## src/rtl/wslot_framer.sv

```systemverilog
module wslot_framer #(
  parameter int N_SVC    = 3,
  parameter int CHUNK_W  = 16,
  parameter int EVT_W    = 4,
  parameter int WEIGHT_W = 4,
  localparam int ID_W    = (N_SVC > 1) ? $clog2(N_SVC) : 1,
  localparam int FRAME_W = EVT_W + 1 + ID_W + CHUNK_W
) (
  input  logic                        clk,
  input  logic                        rst_n,
  input  logic                        frame_tick,
  input  logic [EVT_W-1:0]            evt_in,
  input  logic [N_SVC-1:0]            svc_valid,
  input  logic [N_SVC-1:0]            svc_last,
  input  logic [N_SVC*CHUNK_W-1:0]    svc_data,
  input  logic [N_SVC*WEIGHT_W-1:0]   svc_weight,
  output logic [N_SVC-1:0]            svc_ready,
  output logic                        frame_stb,
  output logic [FRAME_W-1:0]          frame_out
);

  logic [WEIGHT_W-1:0] cred_q [N_SVC];
  logic [WEIGHT_W-1:0] eff    [N_SVC];
  logic [ID_W-1:0]     ptr_q, lock_id_q, pick, gnt_id;
  logic                lock_q, found, need_reload, gnt_ok, gnt_last;
  logic [N_SVC-1:0]    has_cred, elig, zero_w;
  logic [CHUNK_W-1:0]  gnt_data;

  always_comb begin
    for (int i = 0; i < N_SVC; i++) begin
      has_cred[i] = svc_valid[i] && (cred_q[i] != '0);
      zero_w[i]   = (svc_weight[i*WEIGHT_W +: WEIGHT_W] == '0);
    end
    need_reload = ~|has_cred;
    for (int i = 0; i < N_SVC; i++) begin
      eff[i]  = need_reload ? svc_weight[i*WEIGHT_W +: WEIGHT_W] : cred_q[i];
      elig[i] = svc_valid[i] && (eff[i] != '0);
    end
  end

  always_comb begin
    found = 1'b0;
    pick  = '0;
    for (int k = 1; k <= N_SVC; k++) begin
      int idx;
      idx = (int'(ptr_q) + k) % N_SVC;
      if (!found && elig[idx]) begin
        found = 1'b1;
        pick  = ID_W'(idx);
      end
    end
  end

  assign gnt_id   = lock_q ? lock_id_q : pick;
  assign gnt_ok   = frame_tick && (lock_q ? svc_valid[lock_id_q] : found);
  assign gnt_data = svc_data[gnt_id*CHUNK_W +: CHUNK_W];
  assign gnt_last = svc_last[gnt_id];

  always_comb
    for (int i = 0; i < N_SVC; i++)
      svc_ready[i] = gnt_ok && (gnt_id == ID_W'(i));

  always_ff @(posedge clk) begin
    if (!rst_n) begin
      for (int i = 0; i < N_SVC; i++) cred_q[i] <= '0;
      ptr_q     <= ID_W'(N_SVC - 1);
      lock_q    <= 1'b0;
      lock_id_q <= '0;
      frame_stb <= 1'b0;
      frame_out <= '0;
    end else begin
      frame_stb <= frame_tick;
      if (frame_tick)
        frame_out <= {evt_in, gnt_ok, gnt_ok ? gnt_id : ID_W'(0),
                      gnt_ok ? gnt_data : CHUNK_W'(0)};
      if (gnt_ok) begin
        if (lock_q) begin
          if (cred_q[gnt_id] != '0) cred_q[gnt_id] <= cred_q[gnt_id] - 1'b1;
        end else begin
          for (int i = 0; i < N_SVC; i++)
            cred_q[i] <= (gnt_id == ID_W'(i)) ? eff[i] - 1'b1 : eff[i];
          ptr_q <= gnt_id;
        end
        lock_q    <= !gnt_last;
        lock_id_q <= gnt_id;
      end
    end
  end

  assert_ready_onehot_R4: assert property (@(posedge clk) disable iff (!rst_n)
    $onehot0(svc_ready) && (svc_ready == '0 || frame_tick) && ((svc_ready & ~svc_valid) == '0));

  assert_stb_after_tick_R2: assert property (@(posedge clk) disable iff (!rst_n)
    frame_tick |=> frame_stb);

  assert_stb_quiet_R2: assert property (@(posedge clk) disable iff (!rst_n)
    !frame_tick |=> !frame_stb);

  assert_evt_latency_R3: assert property (@(posedge clk) disable iff (!rst_n)
    frame_tick |=> frame_out[FRAME_W-1 -: EVT_W] == $past(evt_in));

  assert_empty_frame_R8: assert property (@(posedge clk) disable iff (!rst_n)
    (frame_stb && !frame_out[CHUNK_W+ID_W]) |-> (frame_out[CHUNK_W+ID_W-1:0] == '0));

  assert_zero_weight_R5: assert property (@(posedge clk) disable iff (!rst_n)
    (svc_ready & zero_w) == '0);

  assert_lock_hold_R9: assert property (@(posedge clk) disable iff (!rst_n)
    lock_q |-> (svc_ready == '0 || svc_ready[lock_id_q]));

endmodule

```

## config.mk

```make
export PLATFORM = sky130hd
export DESIGN_NAME = wslot_framer
export DESIGN_NICKNAME = d
export VERILOG_FILES = /design/src/rtl/wslot_framer.sv
export SDC_FILE = /design/constraint.sdc
export NUM_CORES = 1
export LEC_CHECK = 0
export ABC_AREA = 1
export ABC_CLOCK_PERIOD_IN_PS = 3490
export BUFFER_PORTS_ARGS = -buffer_cell sky130_fd_sc_hd__buf_2
export CORE_MARGIN = 2
export CORE_UTILIZATION = 35
export CTS_CLUSTER_DIAMETER = 60
export DETAILED_ROUTE_END_ITERATION = 10
export HOLD_SLACK_MARGIN = 0.02
export SETUP_SLACK_MARGIN = 0.02
export SYNTH_ARGS = -nofsm -noshare
export SYNTH_HDL_FRONTEND = slang
export SYNTH_SLANG_ARGS = --single-unit
```

## constraint.sdc

```tcl
create_clock -name clk -period 3.49 [get_ports clk]
set_input_delay 0.1745 -clock clk [delete_from_list [all_inputs] [get_ports clk]]
set_output_delay 0.1745 -clock clk [all_outputs]
set_load 0.01 [all_outputs]
```

Word level (Yosys, flattened, before mapping)
Memory sizes are Yosys's and may differ from the RTL's.
Index checks and enable logic that the tools add are counted.
Widths: inputs -> output; s select.

word-level totals
  output and inout bits = 27
  input port bits = 73
  bits in writable memories = 12
  logic and storage cells = 99
  bits in registers = 29
  memories kept = 1

operators by class
  eq/ne operators = 2
  order comparisons = 5
  bitwise logic cells = 4
  add/sub/neg operators = 7
  reduce and logical (&&, ||, !) cells = 26
  shift-type cells = 1
  divide/modulo/power cells = 3
  mux-type cells = 45

memory list
  name    depth  bits a word  read ports  clocked after Yosys merged registers in  wr ports  RTL line  text
  cred_q  3      4            4           0                                        3         22        logic [WEIGHT_W-1:0] cred_q [N_SVC];

operators with widths
  operator               count
  $lt 32x4->1 const B    3
  $mod 32x3->32 const B  3
  $shiftx 48x7->16       1
  $mux 4                 10
  $reduce_bool 4->1      7
  $mux 1                 23
  $mux 16                1
  $sub 4x1->4 const B    4
  $logic_and 1x1->1      12
  $mux 2                 6
  $bmux 1 s2             5
  $add 2x2->3 const B    2
  $lt 2x3->1 const B     2
  $reduce_or 4->1        1
  $add 2x1->3 const B    1
  $logic_not 1->1        3
  $or 1x1->1             3
  $reduce_or 3->1        1
  $eq 2x1->1 const B     1
  $eq 2x2->1 const B     1
  $logic_not 2->1        1
  $reduce_and 2->1       1
  $not 1->1              1

Depth between registers and ports, before layout
An unclocked memory read counts as a cell.

  depth after elaboration = 26
  mapped depth = 30
  gate-level depth less buffers = 28

Worst setup path before layout
Ideal clock, no wire load.

  kind = register -> register
  start = memory cred_q[0][3]
  end = memory cred_q[1][0], enable pin
  period minus slack after synthesis = 3.689 ns
  setup slack = -0.199 ns
  stages on the path, launching flop included = 28
  buffers on the path = 2
  data required time = 3.183 ns
  setup time = 0.307 ns
  data arrival time = 3.382 ns
  path through = edfxtp_1 > nor2_1 > nand2_1 > nand2_1 > nand3_2 > buf_6 > clkbuf_1 > o21ai_0 > inv_1 > ha_1 > nand3_2 > and2_1 > nand3_1 > nand2_2 > nand2_1 > o21a_1 > nand3_2 > nand2_8 > inv_2 > nand2_1 > nand2_2 > inv_1 > ha_1 > nand3_1 > inv_2 > nand2_2 > nand3_2 > nand2_1

RTL lines
  what                RTL line
  start: declaration  22

==> out/qor.tcl <==
set qor(area.sequential_um2) 1060
set qor(fp-row-count) 34
set qor(wl_per_cell_um) 13.8
set qor(critPathArrivalTime_ns) 3.46
set qor(outcome) {completed}
set qor(dr_pass1_iterations) 4
set qor(grt_use_met2) 0.319
set qor(timing_max_transition_violations_final) 0
set qor(cp-end-kind) {flip-flop}
set qor(dp.final_hpwl_um) 7420
set qor(minimum_clock_period_after_layout_ns) 3.43
set qor(vias_in_the_first_global_route) 3178
set qor(syn-instance-count) 459
set qor(fmax_ghz) 0.292
set qor(fin_ws_ns) 0.0636
set qor(cts.htree.levels) 2
set qor(syn_area_per_cell_um2) 6.75
set qor(num_io_pins) 100
set qor(route.detailed.drc) 0
set qor(grtUsageMet1) 0.253
set qor(setup-violations-final) 0
set qor(layout.cells.most_common) {nand2_1}
set qor(timing.critical_path.from_type) {flip-flop}
set qor(unrepaired_setup_endpoints_after_global_routing) {true}
set qor(syn_area_um2) 3100
set qor(post_cts_clock_slew_at_the_launch_and_capture_registers_of_the_worst_setup_and_hold_paths_ns) 0.10
set qor(netlist-cell-type-count) 39
set qor(busiest_layer) {met2}
set qor(cts_hold_buf) 0
set qor(post_route_cells_drive_above_1_share) 0.409
set qor(required_ns) 3.52
set qor(number_of_buffers_added_by_the_clock_tree_synthesis_step) 5
set qor(core_region_area_um2) 8640
set qor(max-clock-path-buffers) 2
set qor(area_growth_pct) 46.7
set qor(synth.top_cell.area_share) 0.194
set qor(grt_pass1_wl_um) 15100
set qor(detail_route.vias_per_cell) 4.84
set qor(drt_wirelength_um) 9790
set qor(io_buffers) 99
set qor(layout_common_cells) {nand2_1 (137), buf_2 (99), inv_1 (55), buf_4 (37), dfxtp_1 (29)}
set qor(dr.first_iter.drc_count) 151
set qor(synth.ff_latch_count) 45
set qor(cts_tree) {done}
set qor(groute.usage.overall) 0.192
set qor(max_cap_violations) 0
set qor(grt-ovfl-total) 0
set qor(place_worst_setup_slack_ns) -0.0991
set qor(synth_sequential_area_ratio) 0.342
set qor(die_width_um) 98.1
set qor(final_nets) 680
set qor(synth.largest_area_cell) {nand2_1}
set qor(antenna_found_initial) 0
set qor(initial_utilization) 0.359
set qor(fillers) 857
set qor(finalCritPeriodShare) 0.982
set qor(place.gp.congestion) 0.914
set qor(grt_use_met3) 0.0322
set qor(routed-via-count) 3437
set qor(clk-insertion-delay-late_ns) 0.31
set qor(clock_sink_count) 45
set qor(grt_start_max_net_pins) 24
set qor(tns_ns) 0
set qor(antenna_violating_nets_post_route) 0
set qor(hp-class) {input port to flip-flop}
set qor(ys.warnings.count) 0
set qor(antenna_cells_inserted) 0
set qor(synthTopCellsByArea) {nand2_1 (19%), dfxtp_1 (19%), edfxtp_1 (15%)}
set qor(chipHeight_um) 98.1
set qor(floorplan.die_area_um2) 9630
set qor(multiInputGateArea_um2) 2110
set qor(finalHoldViolCount) 0
set qor(critical_path.max_fanout) 7
set qor(cts_root_buf) {clkbuf_8}
set qor(fin_skew_ns) 0.0144
set qor(criticalPathCategory) {flip-flop to flip-flop}
## path summary, 6_finish.rpt
check | startpoint | to | slack (ns) | cells past startpoint
max | cred_q[2][0] | cred_q[0][2] | 0.06 | 27
min | evt_in[2] | frame_out[21] | 0.05 | 3
max reg2reg | cred_q[2][0] | cred_q[0][2] | 0.06 | 27
min reg2reg | frame_out[2] | frame_out[2] | 0.46 | 2
## metal layers
layer  vias to the layer above  share of wire
met2                       131           0.49
li1                       1761              -
met3                        18          0.057
met1                      1527           0.44
met4                         0          0.021
met5                         -              0
## metrics by stage
stage / instance area (um^2) / utilization / hold WS, ns / std cells
floorplan: 3140 / - / 0.287 / 462
global placement: 3940 / 0.456 / 0.374 / 689
detailed placement: 3940 / 0.456 / 0.381 / 689
CTS: 4130 / 0.478 / 0.0530 / 697
global route: 4550 / 0.527 / 0.0644 / 710
finish: 4550 / 0.527 / 0.0504 / 710
## flip-flops by register name (all words and copies together), names as in the netlist
name and count:
lock_id_q 2, frame_stb 1, cred_q 16, lock_q 1, ptr_q 2, frame_out 23
## cell usage after synthesis (all sizes together)
library cell and instances:
a21oi 6, a22oi 10, and2 1, buf 8, clkbuf 3, conb 1, dfxtp 29, edfxtp 16
ha 6, inv 66, nand2 176, nand3 50, nand3b 1, nand4 8, nor2 24, o21a 2
o21ai 41, o21bai 1, o22ai 4, o31ai 1, or2 2, xnor2 2, xor2 1
## layout make-up
type	count	share of cell area
clock buffers	6	0.0206
clock inverters	2	0.00330
inverters	66	0.0572
multi-input cells	340	0.464
flip-flops and latches	45	0.233
well taps	108	0.0297
repair buffers	143	0.192
## worst max-delay path, stage by stage, from the launching register on
cell      delay, ns
edfxtp_1       0.40
nor2_1         0.11
nand2_1        0.09
nand2_2        0.10
nand3_4        0.13
buf_8          0.18
o21ai_4        0.16
inv_2          0.07
ha_4           0.17
nand3_4        0.11
nand3_2        0.08
nand2_2        0.08
nand2_2        0.07
nand3b_1       0.16
nand2_1        0.07
inv_2          0.05
nand2_4        0.10
nand2_4        0.09
nand2_1        0.09
o21ai_2        0.06
nand2_1        0.09
nand2_2        0.08
ha_4           0.17
nand3_4        0.08
inv_4          0.04
nand2_4        0.10
nand3_4        0.11
nand2_4        0.10
## cells by family (layout without fill, tap and decap cells)
family / count (synthesis) / in the layout / synth area share
buffers and inverters: 77 / 217 / 0.102
AOI/OAI and AO/OA: 65 / 65 / 0.125
adders and majority gates: 6 / 6 / 0.0242
DFF: 45 / 45 / 0.342
xor gates and xnor gates: 3 / 3 / 0.0109
and+or+nand+nor: 262 / 262 / 0.395
other: 1 / 4 / 0.00121
## timing repair
item,in CTS,in global routing
setup buffers,0,12
cloned,0,1
endpoints found under the setup margin,24,43
pin swaps,4,29
resized for setup,18,75
Power is not shown: default switching activity piles up to over one toggle a cycle in this logic, so the estimate is an artifact.
